`config.mk`:
```
export PLATFORM = sky130hd
export DESIGN_NAME = uart_regif
export DESIGN_NICKNAME = d
export VERILOG_FILES = /design/src/rtl/uart_regif_pkg.sv /design/src/rtl/uart_fifo.sv /design/src/rtl/uart_pend_irq.sv /design/src/rtl/uart_regif.sv
export SDC_FILE = /design/constraint.sdc
export NUM_CORES = 1
export LEC_CHECK = 0
export BUFFER_PORTS_ARGS = -buffer_cell sky130_fd_sc_hd__buf_2
export CORE_MARGIN = 2
export CORE_UTILIZATION = 45
export CTS_CLUSTER_DIAMETER = 100
export DETAILED_ROUTE_END_ITERATION = 8
export GPL_TIMING_DRIVEN = 0
export PLACE_DENSITY = 0.66
export SYNTH_ARGS = -nofsm -noshare
export SYNTH_HDL_FRONTEND = slang
export SYNTH_SLANG_ARGS = --single-unit
```
`constraint.sdc`:
```
create_clock -name clk -period 3.6 [get_ports clk]
set_input_delay 0.36 -clock clk [delete_from_list [all_inputs] [get_ports clk]]
set_output_delay 0.36 -clock clk [all_outputs]
set_load 0.02 [all_outputs]
```
`src/rtl/uart_regif_pkg.sv`:
```
package uart_regif_pkg;
    localparam int REG_W  = 32;
    localparam int CHAR_W = 8;
    localparam int LVL_W  = 6;

    localparam logic [1:0] IDX_CTL  = 2'd0;
    localparam logic [1:0] IDX_RXD  = 2'd1;
    localparam logic [1:0] IDX_TXD  = 2'd2;
    localparam logic [1:0] IDX_STAT = 2'd3;

    localparam int CTL_LVL_SEL = 14;
    localparam int CTL_EN      = 15;
    localparam int CTL_RXIE    = 18;
    localparam int CTL_TXIE    = 19;
    localparam int CTL_LOOP    = 20;
    localparam logic [REG_W-1:0] CTL_WMASK = 32'h001C_C077;

    localparam int ST_RXP   = 0;
    localparam int ST_TXP   = 1;
    localparam int ST_RXE   = 5;
    localparam int ST_TXF   = 6;
    localparam int ST_CTS   = 7;
    localparam int ST_RTS   = 8;
    localparam int ST_TXE   = 10;
    localparam int ST_LVL_LO = 11;

    typedef struct packed {
        logic [REG_W-1:0] ctl;
        logic [REG_W-1:0] rdata;
    } regs_t;

    typedef struct packed {
        logic rx;
        logic tx;
    } pend_t;
endpackage

```
`src/rtl/uart_fifo.sv`:
```
module uart_fifo #(
    parameter int DEPTH = 16,
    parameter int WIDTH = 8,
    localparam int AW = (DEPTH > 1) ? $clog2(DEPTH) : 1,
    localparam int CW = $clog2(DEPTH + 1)
) (
    input  logic             clk,
    input  logic             rst_n,
    input  logic             push,
    input  logic [WIDTH-1:0] wdata,
    input  logic             pop,
    output logic [WIDTH-1:0] rdata,
    output logic             empty,
    output logic             full,
    output logic [CW-1:0]    count
);
    typedef struct packed {
        logic [AW-1:0] wr;
        logic [AW-1:0] rd;
        logic [CW-1:0] cnt;
    } ptr_t;

    ptr_t q, d;
    logic [WIDTH-1:0] mem [DEPTH];
    logic do_push, do_pop;

    assign empty   = (q.cnt == '0);
    assign full    = (q.cnt == CW'(DEPTH));
    assign count   = q.cnt;
    assign rdata   = mem[q.rd];
    assign do_push = push & ~full;
    assign do_pop  = pop & ~empty;

    always_comb begin
        d = q;
        if (do_push) d.wr = (q.wr == AW'(DEPTH - 1)) ? '0 : q.wr + 1'b1;
        if (do_pop)  d.rd = (q.rd == AW'(DEPTH - 1)) ? '0 : q.rd + 1'b1;
        case ({do_push, do_pop})
            2'b10:   d.cnt = q.cnt + 1'b1;
            2'b01:   d.cnt = q.cnt - 1'b1;
            default: d.cnt = q.cnt;
        endcase
    end

    always_ff @(posedge clk or negedge rst_n) begin
        if (!rst_n) q <= '0;
        else        q <= d;
    end

    always_ff @(posedge clk) begin
        if (do_push) mem[q.wr] <= wdata;
    end
endmodule

```
`src/rtl/uart_pend_irq.sv`:
```
module uart_pend_irq
    import uart_regif_pkg::*;
(
    input  logic clk,
    input  logic rst_n,
    input  logic rx_cond,
    input  logic tx_cond,
    input  logic rx_clr,
    input  logic tx_clr,
    input  logic rx_ie,
    input  logic tx_ie,
    output logic rx_pend,
    output logic tx_pend,
    output logic irq
);
    pend_t q, d;

    always_comb begin
        d.rx = (q.rx & ~rx_clr) | rx_cond;
        d.tx = (q.tx & ~tx_clr) | tx_cond;
    end

    always_ff @(posedge clk or negedge rst_n) begin
        if (!rst_n) q <= '0;
        else        q <= d;
    end

    assign rx_pend = q.rx;
    assign tx_pend = q.tx;
    assign irq     = (q.rx & rx_ie) | (q.tx & tx_ie);
endmodule

```
`src/rtl/uart_regif.sv`:
```
module uart_regif
    import uart_regif_pkg::*;
#(
    parameter int TX_DEPTH = 16,
    parameter int RX_DEPTH = 16
) (
    input  logic              clk,
    input  logic              rst_n,
    input  logic              reg_wr,
    input  logic              reg_rd,
    input  logic [3:0]        reg_addr,
    input  logic [REG_W-1:0]  reg_wdata,
    output logic [REG_W-1:0]  reg_rdata,
    output logic              irq,
    output logic              cfg_enable,
    output logic              cfg_loopback,
    output logic [1:0]        cfg_word_len,
    output logic              cfg_two_stop,
    output logic [2:0]        cfg_parity,
    output logic [CHAR_W-1:0] tx_data,
    output logic              tx_valid,
    input  logic              tx_pop,
    input  logic [CHAR_W-1:0] rx_data,
    input  logic              rx_push,
    input  logic              cts_in,
    input  logic              rts_in
);
    localparam int TXCW = $clog2(TX_DEPTH + 1);
    localparam int RXCW = $clog2(RX_DEPTH + 1);

    regs_t q, d;

    logic [1:0]        idx;
    logic              tx_wr, rx_rd, stat_wr;
    logic              tx_empty, tx_full, rx_empty, rx_full;
    logic [TXCW-1:0]   tx_count;
    logic [RXCW-1:0]   rx_count;
    logic [CHAR_W-1:0] rx_head;
    logic              tx_pop_eff;
    logic              rx_pend, tx_pend;
    logic [LVL_W-1:0]  level;
    logic [REG_W-1:0]  status;

    assign idx     = reg_addr[3:2];
    assign tx_wr   = reg_wr & (idx == IDX_TXD);
    assign rx_rd   = reg_rd & (idx == IDX_RXD);
    assign stat_wr = reg_wr & (idx == IDX_STAT);

    assign tx_valid   = ~tx_empty & q.ctl[CTL_EN];
    assign tx_pop_eff = tx_pop & tx_valid;

    uart_fifo #(.DEPTH(TX_DEPTH), .WIDTH(CHAR_W)) i_tx_fifo (
        .clk   (clk),
        .rst_n (rst_n),
        .push  (tx_wr),
        .wdata (reg_wdata[CHAR_W-1:0]),
        .pop   (tx_pop_eff),
        .rdata (tx_data),
        .empty (tx_empty),
        .full  (tx_full),
        .count (tx_count)
    );

    uart_fifo #(.DEPTH(RX_DEPTH), .WIDTH(CHAR_W)) i_rx_fifo (
        .clk   (clk),
        .rst_n (rst_n),
        .push  (rx_push),
        .wdata (rx_data),
        .pop   (rx_rd),
        .rdata (rx_head),
        .empty (rx_empty),
        .full  (rx_full),
        .count (rx_count)
    );

    uart_pend_irq i_pend (
        .clk     (clk),
        .rst_n   (rst_n),
        .rx_cond (~rx_empty),
        .tx_cond (tx_count < TXCW'(TX_DEPTH / 2)),
        .rx_clr  (stat_wr & reg_wdata[ST_RXP]),
        .tx_clr  (stat_wr & reg_wdata[ST_TXP]),
        .rx_ie   (q.ctl[CTL_RXIE]),
        .tx_ie   (q.ctl[CTL_TXIE]),
        .rx_pend (rx_pend),
        .tx_pend (tx_pend),
        .irq     (irq)
    );

    assign level = q.ctl[CTL_LVL_SEL] ? LVL_W'(tx_count) : LVL_W'(rx_count);

    always_comb begin
        status                            = '0;
        status[ST_RXP]                    = rx_pend;
        status[ST_TXP]                    = tx_pend;
        status[ST_RXE]                    = rx_empty;
        status[ST_TXF]                    = tx_full;
        status[ST_CTS]                    = cts_in;
        status[ST_RTS]                    = rts_in;
        status[ST_TXE]                    = tx_empty;
        status[ST_LVL_LO+LVL_W-1:ST_LVL_LO] = level;
    end

    always_comb begin
        d       = q;
        d.rdata = '0;
        if (reg_wr && idx == IDX_CTL) d.ctl = reg_wdata & CTL_WMASK;
        if (reg_rd) begin
            case (idx)
                IDX_CTL:  d.rdata = q.ctl;
                IDX_RXD:  d.rdata = rx_empty ? '0 : REG_W'(rx_head);
                IDX_STAT: d.rdata = status;
                default:  d.rdata = '0;
            endcase
        end
    end

    always_ff @(posedge clk or negedge rst_n) begin
        if (!rst_n) q <= '0;
        else        q <= d;
    end

    assign reg_rdata    = q.rdata;
    assign cfg_enable   = q.ctl[CTL_EN];
    assign cfg_loopback = q.ctl[CTL_LOOP];
    assign cfg_word_len = q.ctl[1:0];
    assign cfg_two_stop = q.ctl[2];
    assign cfg_parity   = q.ctl[6:4];

    logic unused_ok;
    assign unused_ok = rx_full;
endmodule

```
## Word level (Yosys, flattened, before mapping)

Memory sizes are Yosys's and may differ from the RTL's.
Cells that the tools add are included.

| cells by class | value |
|---|---|
| $add $sub $neg | 8 |
| $mul | 0 |
| div/mod/pow operators | 0 |
| $lt $le $gt $ge | 1 |
| equality and inequality tests | 13 |
| shift-type cells | 0 |
| muxes and demuxes | 14 |
| bitwise gates (word level) | 24 |
| reductions and logical operators | 6 |

Operator list:

| operator | count |
|---|---|
| case mux 21 bit (3 select lines) | 1 |
| two-way mux 32 bit | 1 |
| case mux 5 bit (2 select lines) | 2 |
| adder 4 x 1 -> 4 bit (second input constant) | 4 |
| equality test 4 bit (second input constant) | 4 |
| two-way mux 4 bit | 4 |
| AND 1 bit | 15 |
| adder 5 x 1 -> 5 bit (second input constant) | 2 |
| equality test 5 bit (second input constant) | 2 |
| zero test 5 bit | 2 |
| subtractor 5 x 1 -> 5 bit (second input constant) | 2 |
| equality test 2 bit (second input constant) | 4 |
| two-way mux 8 bit | 1 |
| equality test 2 x 1 -> 1 bit (second input constant) | 3 |
| inverter 1 bit | 6 |
| less-than comparator 5 x 4 -> 1 bit (second input constant) | 1 |
| two-way mux 5 bit | 1 |
| two-way mux 1 bit | 4 |
| nonzero test 2 bit | 2 |
| bitwise OR 1 bit | 3 |
| zero test 2 bit | 1 |
| logical AND 1 bit | 1 |

| word-level totals | value |
|---|---|
| register bits after elaboration | 71 |
| latch bits | 0 |
| memory bits (writable) | 256 |
| bits in read-only memories | 0 |
| memories | 2 |

Memories:

| memory | words | width | rd ports | clocked after Yosys merged registers in | wr ports | line | RTL |
|---|---|---|---|---|---|---|---|
| i_rx_fifo.mem | 16 | 8 | 1 | 0 | 1 | uart_fifo.sv:24 | `logic [WIDTH-1:0] mem [DEPTH];` |
| i_tx_fifo.mem | 16 | 8 | 1 | 0 | 1 | uart_fifo.sv:24 |  |

## Longest topological paths before layout

Gate-level depths: netlist (run 1).

| depth | value |
|---|---|
| depth in word-level cells | 7 |
| mapped depth | 13 |
| mapped depth without buffers | 12 |

## Modules after synthesis

A second synthesis (run 1) with hierarchy kept.

| second synthesis, totals | value |
|---|---|
| cell total of the unflattened synthesis | 773 |
| area, all modules | 13247.7 um^2 |

Modules (own cells, without submodules):

| module | instances | cells each | area each (um^2) |
|---|---|---|---|
| uart_fifo | 2 | 316 | 5803.1 |
| uart_regif | 1 | 134 | 1560.2 |
| uart_pend_irq | 1 | 7 | 81.3 |

## Worst setup path after synthesis (run 1)

Ideal clock, no wire load.

| timing | value |
|---|---|
| kind | register -> register |
| start point | reg i_rx_fifo.q (netlist bit i_rx_fifo.count[1]) |
| end point | reg i_rx_fifo.q (netlist bit i_rx_fifo.count[4]) |
| data arrival time | 2587 ps |
| required time | 3520 ps |
| slack | 933 ps |
| stages on the path, launching flop included | 11 |
| path buffers | 0 |
| period minus slack after synthesis | 2667 ps |
| cells stage by stage | dfrtp_1 nor4_1 a211o_1 clkinv_1 ha_1 ha_1 nor2b_1 o21ai_0 a21oi_1 nor3_1 xnor2_1 |

| on the way | value |
|---|---|
| longest elaborated chain between the ends | 5 |

Ends and longest elaborated chain:

| element | line | RTL |
|---|---|---|
| start, declared | uart_fifo.sv:23 | `ptr_t q, d;` |
| start signal, assigned | uart_fifo.sv:46 | `if (!rst_n) q <= '0;` |
| start signal, assigned | uart_fifo.sv:47 | `else q <= d;` |
| zero test 5 bit * | uart_fifo.sv:27 | `assign empty = (q.cnt == '0);` |
| inverter 1 bit * | uart_fifo.sv:32 | `assign do_pop = pop & ~empty;` |
| AND 1 bit * | uart_fifo.sv:32 |  |
| via i_rx_fifo.do_pop | uart_fifo.sv:25 | `logic do_push, do_pop;` |
| equality test 2 x 1 -> 1 bit / equality test 2 bit (equally long branches) | uart_fifo.sv:38 | `case ({do_push, do_pop})` |
| case mux 5 bit (2 select lines) / nonzero test 2 bit (equally long branches) | - |  |

Mark *: on every way through the listed nets, which the timed path passes. The rest lies on a longest branch.
A chain may end at the register's enable or synchronous reset.

## Worst setup path in the final report (run 1)

| timing | value |
|---|---|
| start point | reg i_tx_fifo.q[6] (netlist bit) |
| end point | out tx_data[5] |

| on the way | value |
|---|---|
| longest elaborated chain between the ends | 1 |

Ends and longest elaborated chain:

| element | line | RTL |
|---|---|---|
| start, declared | uart_fifo.sv:23 |  |
| start signal, assigned | uart_fifo.sv:46 |  |
| start signal, assigned | uart_fifo.sv:47 |  |
| memory (16 x 8 bit) | - |  |
| end, declared | uart_regif.sv:20 | `output logic [CHAR_W-1:0] tx_data,` |

No other way between the ends.

==> results.py, run 1 <==
metrics = {
    "clocking": {
        "cts.clk_slew.worst_paths_ns": 0.06,
        "numCtsBuffers": 31,
        "clock_tree.buffer_depth": 3,
        "clk_root_buffer_cell": "sky130_fd_sc_hd__clkbuf_16",
        "post_cts.resized_instances": 0,
        "cts_post_setup_buffers_inserted": 0,
        "cts_tree": "done",
        "maximum_level_of_the_cts_h_tree": 1,
        "clkLatencyLatePin_ns": 0.55,
        "cts.sinks": 313,
    },
    "worst_hold_path": {
        "min-delay-start": "reg_wdata[15]",
        "hold_path_class": "primary input to flop",
        "hold-path-cell-count": 2,
        "hold_end": "cfg_enable$_DFFE_PN0P_",
    },
    "critical_path": {
        "worstPathBufferInverterCount": 4,
        "worst_r2r_startpoint": "i_rx_fifo.count[1]$_DFFE_PN0P_",
        "worst_path_max_delay_cell": "sky130_fd_sc_hd__clkbuf_1",
        "cp_cell_sequence": "clkbuf_1 > clkbuf_1 > clkbuf_1 > a211oi_1 > a21oi_1 > buf_2",
        "timing.critical_path.from_type": "flop",
        "worst_path_largest_cell_delay_ns": 0.48,
        "crit_path_capture_type": "primary output",
        "timing.critical_path.required_ns": 3.24,
        "critPathTopFamily": "buffers and inverters",
        "path_max_fanout": 10,
        "reg2reg_setup_slack_ns": 0.26,
        "worstPathArrival_ns": 2.98,
        "timing_worst_setup_path_type": "flop to primary output",
        "reg2reg_depth": 11,
        "timing.critical_path.mode_cell": "sky130_fd_sc_hd__clkbuf_1",
        "crit_reg_reg_endpoint": "i_rx_fifo.count[4]$_DFFE_PN0P_",
    },
    "synthesis": {
        "synthesis.area_per_instance_um2": 17.8,
        "yosysWarnings": 0,
        "synth_area_um2": 13000,
        "ys_ff_latch": 313,
        "synth_async_sr_flop_share": 0.182,
        "synth_largest_type_area_fraction": 0.593,
        "synth_top_cells_by_area": "sky130_fd_sc_hd__edfxtp_1 (59%), sky130_fd_sc_hd__dfrtp_1 (11%), sky130_fd_sc_hd__mux4_2 (9.6%)",
        "synth-seq-area-share": 0.703,
        "netlist_instances": 729,
        "synthMostInstantiatedCell": "sky130_fd_sc_hd__edfxtp_1",
        "post_synth_num_cell_types": 50,
        "synthDominantAreaCellType": "sky130_fd_sc_hd__edfxtp_1",
        "synth_top_flop_cell": "sky130_fd_sc_hd__edfxtp_1",
        "post_synth_most_frequent_cells": "sky130_fd_sc_hd__edfxtp_1 (256), sky130_fd_sc_hd__dfrtp_1 (57), sky130_fd_sc_hd__mux4_2 (55)",
        "synth-edff-count": 256,
    },
    "floorplan": {
        "core_region_area_um2": 28500,
        "floorplan.die.width_um": 174,
        "die_y_um": 174,
        "count_of_standard_cell_rows": 62,
        "initial_utilization": 0.454,
        "dieArea_um2": 30200,
        "io-pin-count": 102,
    },
    "final_layout": {
        "layout-drive-gt1-share": 0.275,
        "seq_area_um2": 9110,
        "fillers": 2365,
        "layout-area-overhead-vs-synth_pct": 15.6,
        "diodes": 0,
        "num-nets-final": 916,
        "multi_input_comb_area_um2": 3400,
    },
    "timing": {
        "post-route-period-util": 0.928,
        "report.final.hold_viol_count": 0,
        "setup_ws_ns": 0.259,
        "slew_headroom": 0.130,
        "finalCriticalPeriod_ns": 3.34,
        "drv_slew": 0,
        "setup_repair_after_global_routing_missed_its_margin": "false",
        "fmax_ghz": 0.299,
        "fin_tns_setup_ns": 0,
        "report.final.setup_viol": 0,
        "worst_skew_ns": 0.0180,
        "worstMarginPinSlew_ns": 1.30,
    },
    "global_route": {
        "grt_pass1_vias": 6749,
        "grt_max_degree": 30,
        "groute.usage.overall": 0.171,
        "antenna_violations_before_repair": 0,
        "grt_first_pass_wirelength_mm": 39.5,
        "grt-ovfl-total": 0,
    },
    "place": {
        "gp_congestion": 0.804,
        "port-buffer-count": 66,
        "dp_slack_ns": 0.245,
        "post_detail_place_hpwl_mm": 17.0,
    },
    "flow_run": {
        "drv.max_cap_violation_count": 0,
    },
    "outcome": {
        "outcome": "finished clean",
    },
    "routing": {
        "drt-pass1-iter-count": 5,
        "final_antenna_net_count": 0,
        "detailedRoute.firstIterationViolations": 479,
        "wirelength_routed_mm": 25.5,
        "post_dr_vias_cell": 5.27,
        "avgRoutedWirePerCell_um": 20.3,
        "vias": 6595,
        "drcViolationCount": 0,
    },
    "pwr": {
        "leakage_power_summed_over_all_cells_nw": 5.45,
        "worst_ir_drop_vdd_uv": 440,
        "p_per_area_nw_per_um2": 740,
    },
}
-- registers in the layout, summed over array words and instances (netlist names) --
name / cells
reg_rdata: 18
cfg_parity: 3
cfg_enable: 1
i_pend.tx_pend: 1
cfg_two_stop: 1
i_rx_fifo.mem: 128
q: 3
cfg_loopback: 1
cfg_word_len: 2
i_rx_fifo.count: 5
i_tx_fifo.q: 8
i_rx_fifo.q: 8
i_pend.rx_pend: 1
i_tx_fifo.mem: 128
i_tx_fifo.count: 5
-- worst reg2reg max path, stage by stage (launching register included) --
cell	delay, ns
sky130_fd_sc_hd__dfrtp_1	0.43
sky130_fd_sc_hd__nor4_1	0.57
sky130_fd_sc_hd__a21boi_1	0.42
sky130_fd_sc_hd__inv_1	0.22
sky130_fd_sc_hd__ha_1	0.25
sky130_fd_sc_hd__inv_1	0.11
sky130_fd_sc_hd__fa_1	0.46
sky130_fd_sc_hd__nor2b_1	0.13
sky130_fd_sc_hd__o21ai_0	0.10
sky130_fd_sc_hd__and3_1	0.19
sky130_fd_sc_hd__nor3_1	0.22
sky130_fd_sc_hd__xnor2_1	0.16
-- per-layer routing --
layer	part of all wire	global-route usage
met4	0.020	0.0413
met2	0.50	0.286
met3	0.043	0.0259
met5	0	0
met1	0.43	0.237
-- worst max path at each step --
stage / start / endpoint / slack [ns] / cells after the start
2_1_floorplan: i_rx_fifo.count[1]$_DFFE_PN0P_ / i_rx_fifo.count[4]$_DFFE_PN0P_ / 0.93 / 10
3_3_place_gp: i_rx_fifo.count[1]$_DFFE_PN0P_ / i_rx_fifo.count[4]$_DFFE_PN0P_ / 0.27 / 11
3_5_place_dp: i_rx_fifo.count[1]$_DFFE_PN0P_ / i_rx_fifo.count[4]$_DFFE_PN0P_ / 0.24 / 11
4_1_cts: i_rx_fifo.count[1]$_DFFE_PN0P_ / i_rx_fifo.count[4]$_DFFE_PN0P_ / 0.23 / 11
5_1_grt: i_rx_fifo.count[1]$_DFFE_PN0P_ / i_rx_fifo.count[4]$_DFFE_PN0P_ / 0.05 / 11
6_report: i_tx_fifo.q[6]$_DFFE_PN0P_ / tx_data[5] / 0.26 / 6
-- layout by cell type (no fill, tap or decap), drive strengths merged, types with 2 or more instances in the layout --
cell type  instances
mux4              65
ha                18
nor3               8
and2              15
a21oi             20
a21o               6
nand3             10
mux2              18
inv               16
nor2              21
edfxtp           256
nor2b             13
dfrtp             57
buf              123
o22ai              3
o21ai             18
conb              14
nand2b             2
xnor2              7
clkinv            11
bufinv             8
clkbuf            57
fa                 2
mux2i             19
nand2             29
a22oi              3
xor2               5
a211oi            11
and3              11
a32o               4
nor4               2
-- final cells by class --
type	instances	share of cell area
buffer	73	0.0304
clock buffer	39	0.0557
clock inverter	18	0.0189
inverter	17	0.00426
multi-input combinational	339	0.226
sequential	313	0.608
tap	384	0.0320
timing repair buffer	69	0.0245
-- report_power, final --
part,switching [mW],leakage (nW),internal (mW)
Clock,1.29,0.548,2.20
Sequential,0.194,3.02,4.29
Combinational,1.74,1.88,1.38
Total,3.23,5.45,7.87
-- per-stage QoR --
step | total power, mW | utilization | std cells | area [um^2] | hold slack [ns]
after floorplan | 6.79 | - | 742 | 13000 | 0.0644
after global placement | 7.65 | 0.484 | 1192 | 13800 | 0.488
after detailed placement | 7.70 | 0.486 | 1194 | 13900 | 0.455
after CTS | 11.2 | 0.525 | 1252 | 15000 | 0.0246
after global routing | 11.6 | 0.525 | 1252 | 15000 | 0.0256
final | 11.1 | 0.525 | 1252 | 15000 | 0.0426
-- timing repair --
item | 4_1_cts | 5_1_grt
hold buffers | 1 | 0
endpoints found under the setup margin | 0 | 0
endpoints found under the hold margin | 28 | 0
-- cells by family (layout without fill, tap and decap cells) --
kind of cell	Yosys count	count (layout)	synth area share
buffers and inverters	90	216	0.0400
other	1	14	0.000289
and+or+nand+nor	115	115	0.0446
adders and majority gates	20	20	0.0205
DFF	313	313	0.703
AOI/OAI and AO/OA	76	76	0.0378
xor gates and xnor gates	12	12	0.00810
muxes	102	102	0.146
No activity file was read; power rests on OpenSTA's default activity.
==> run 2, diff against run 1 <==
--- a/config.mk
+++ b/config.mk
@@ -8,7 +8,7 @@
 export BUFFER_PORTS_ARGS = -buffer_cell sky130_fd_sc_hd__buf_2
 export CORE_MARGIN = 2
 export CORE_UTILIZATION = 45
-export CTS_CLUSTER_DIAMETER = 100
+export CTS_CLUSTER_DIAMETER = 40
 export DETAILED_ROUTE_END_ITERATION = 8
 export GPL_TIMING_DRIVEN = 0
 export PLACE_DENSITY = 0.66
==> constraint.sdc (replaced) <==
create_clock -name clk -period 3.6 [get_ports clk]
set_input_delay 0.72 -clock clk [delete_from_list [all_inputs] [get_ports clk]]
set_output_delay 0.72 -clock clk [all_outputs]
set_load 0.02 [all_outputs]
==> run 2 against run 1 <==
Effect of this change:
- combinational power about the same
- highest routed layer unchanged
- count of clock-buffer cells in the layout rose by 8
- power increased by 2.9%
- first-iteration DRC count is 21% higher
- critical path type unchanged
- register-to-register slack hardly changed
- flip-flop and latch count is the same
- global-route usage grew 0.42 points
- cell count up 0.64%
- sequential power about the same
- largest cell class unchanged
==> results.py, run 2 (synthesis results as in run 1) <==
metrics = {
    "outcome": {
        "outcome": "finished clean",
    },
    "timing": {
        "setup_repair_after_global_routing_missed_its_margin": "true",
        "post-route-period-util": 0.952,
        "report.final.setup_viol": 0,
        "fin_worst_hold_slack_ns": 0.255,
        "fmax_ghz": 0.292,
        "drv_slew": 0,
        "report.final.hold_viol_count": 0,
        "slew_headroom": 0.330,
        "finalCriticalPeriod_ns": 3.43,
        "worstMarginPinSlew_ns": 1.00,
        "worst_skew_ns": 0.0204,
    },
    "pwr": {
        "p_per_area_nw_per_um2": 753,
        "fin_total_pwr_mw": 11.4,
        "intPower_mw": 8.00,
        "worst_ir_drop_vdd_uv": 473,
        "leakage_power_summed_over_all_cells_nw": 5.52,
        "power.switching_mw": 3.41,
        "power_frac_clock": 0.334,
        "power.share.switching": 0.299,
        "reg_power_frac": 0.393,
        "combinationalPowerShare": 0.273,
    },
    "worst_hold_path": {
        "hold_path_class": "primary input to asynchronous set/reset pin",
    },
    "critical_path": {
        "path_max_fanout": 10,
        "crit_path_capture_type": "primary output",
        "timing.critical_path.required_ns": 2.88,
        "worst_path_largest_cell_delay_ns": 0.53,
        "cp_cell_sequence": "buf_4 > buf_4 > clkbuf_4 > mux4_2 > mux2i_1 > a21oi_1 > buf_2",
        "worstPathArrival_ns": 2.71,
        "reg2reg_setup_slack_ns": 0.27,
        "timing.critical_path.mode_cell": "sky130_fd_sc_hd__buf_4",
        "worst_path_max_delay_cell": "sky130_fd_sc_hd__mux4_2",
        "timing_worst_setup_path_type": "flop to primary output",
        "timing.critical_path.from_type": "flop",
    },
    "global_route": {
        "grt-ovfl-total": 0,
        "antenna_violations_before_repair": 0,
        "grt_first_pass_wirelength_mm": 40.0,
        "grt_pass1_vias": 6897,
        "groute.usage.overall": 0.175,
        "grt_max_degree": 30,
    },
    "clocking": {
        "maximum_level_of_the_cts_h_tree": 2,
        "cts.sinks": 313,
        "clock_tree.buffer_depth": 3,
        "cts_tree": "done",
        "postCtsHoldBufs": 0,
        "cts.clk_slew.worst_paths_ns": 0.06,
        "numCtsBuffers": 38,
        "clk_root_buffer_cell": "sky130_fd_sc_hd__clkbuf_16",
        "post_cts.resized_instances": 1,
        "clkLatencyLatePin_ns": 0.52,
        "cts_post_setup_buffers_inserted": 0,
    },
    "final_layout": {
        "final_common_cell": "sky130_fd_sc_hd__edfxtp_1",
        "layout-area-overhead-vs-synth_pct": 16.8,
        "core_occupancy_in_the_finished_layout": 0.531,
        "layout-drive-gt1-share": 0.293,
        "post-route-cell-area_um2": 15100,
        "finish.cell_count_without_fillers": 1260,
        "diodes": 0,
        "most-common-layout-cells": "sky130_fd_sc_hd__edfxtp_1 (256), sky130_fd_sc_hd__buf_2 (72), sky130_fd_sc_hd__dfrtp_1 (57)",
        "num-nets-final": 921,
    },
    "routing": {
        "drcViolationCount": 0,
        "wirelength_routed_mm": 25.9,
        "detailedRoute.firstIterationViolations": 579,
        "avgRoutedWirePerCell_um": 20.6,
        "final_antenna_net_count": 0,
        "post_dr_vias_cell": 5.31,
        "drt-pass1-iter-count": 5,
        "vias": 6694,
    },
    "floorplan": {
        "initial_utilization": 0.454,
        "core_region_area_um2": 28500,
        "die_y_um": 174,
        "floorplan.die.width_um": 174,
        "dieArea_um2": 30200,
        "io-pin-count": 102,
        "count_of_standard_cell_rows": 62,
    },
    "place": {
        "port-buffer-count": 66,
        "placedCellCount": 1194,
        "gp_congestion": 0.804,
        "post_detail_place_hpwl_mm": 17.0,
        "postPlaceCellArea_um2": 13900,
    },
    "flow_run": {
        "drv.max_cap_violation_count": 0,
    },
}
==> run 2: final timing paths <==
path	from	endpoint	depth (start not counted)
max	i_tx_fifo.q[5]$_DFFE_PN0P_	tx_data[1]	7
min	rst_n	reg_rdata[12]$_DFF_PN0_	1
max reg2reg	i_rx_fifo.count[1]$_DFFE_PN0P_	i_rx_fifo.count[4]$_DFFE_PN0P_	11
min reg2reg	i_pend.tx_pend$_DFF_PN0_	i_pend.tx_pend$_DFF_PN0_	2
max in group asynchronous	rst_n	i_tx_fifo.q[7]$_DFFE_PN0P_	2
min in group clk	reg_wdata[15]	cfg_enable$_DFFE_PN0P_	2
==> run 2: layer usage <==
metal / GRT usage / vias up / wire, um
met5: 0 / - / 0
met4: 0.0686 / 0 / 753
met3: 0.0268 / 62 / 1020
met2: 0.285 / 150 / 12900
met1: 0.239 / 3437 / 11300
li1: - / 3045 / -
==> run 2: worst max-delay path: cells and delay by family, from the launching register on <==
kind / cells / cell delay [ns]
buffers and inverters: 4 / 0.98
multiplexers: 2 / 0.73
AO/OA/AOI/OAI: 1 / 0.14
flip-flops: 1 / 0.35
==> run 2: area by class of cell <==
cell class	instances	area (um^2)
Timing Repair Buffer	68	358
Multi-Input combinational cell	339	3400
Buffer	72	458
Inverter	17	63.8
Clock inverter	20	213
Sequential cell	313	9110
Clock buffer	47	1060
Tap cell	384	480
Fill cell	2357	13400
==> run 2: through the flow <==
step	TNS, ns	setup slack, ns
after floorplan	0	0.880
after global placement	0	0.0935
after detailed placement	0	0.177
after CTS	0	0.0308
after global routing	-0.0263	-0.0219
final	0	0.172
==> run 2: power groups by stage <==
stage	Combinational [mW]	Sequential (mW)	Clock, mW
global route	3.39	4.51	4.03
detailed placement	3.15	4.55	0
CTS	3.16	4.48	3.88
finish	3.12	4.48	3.82
global placement	3.10	4.54	0
floorplan	2.29	4.50	0
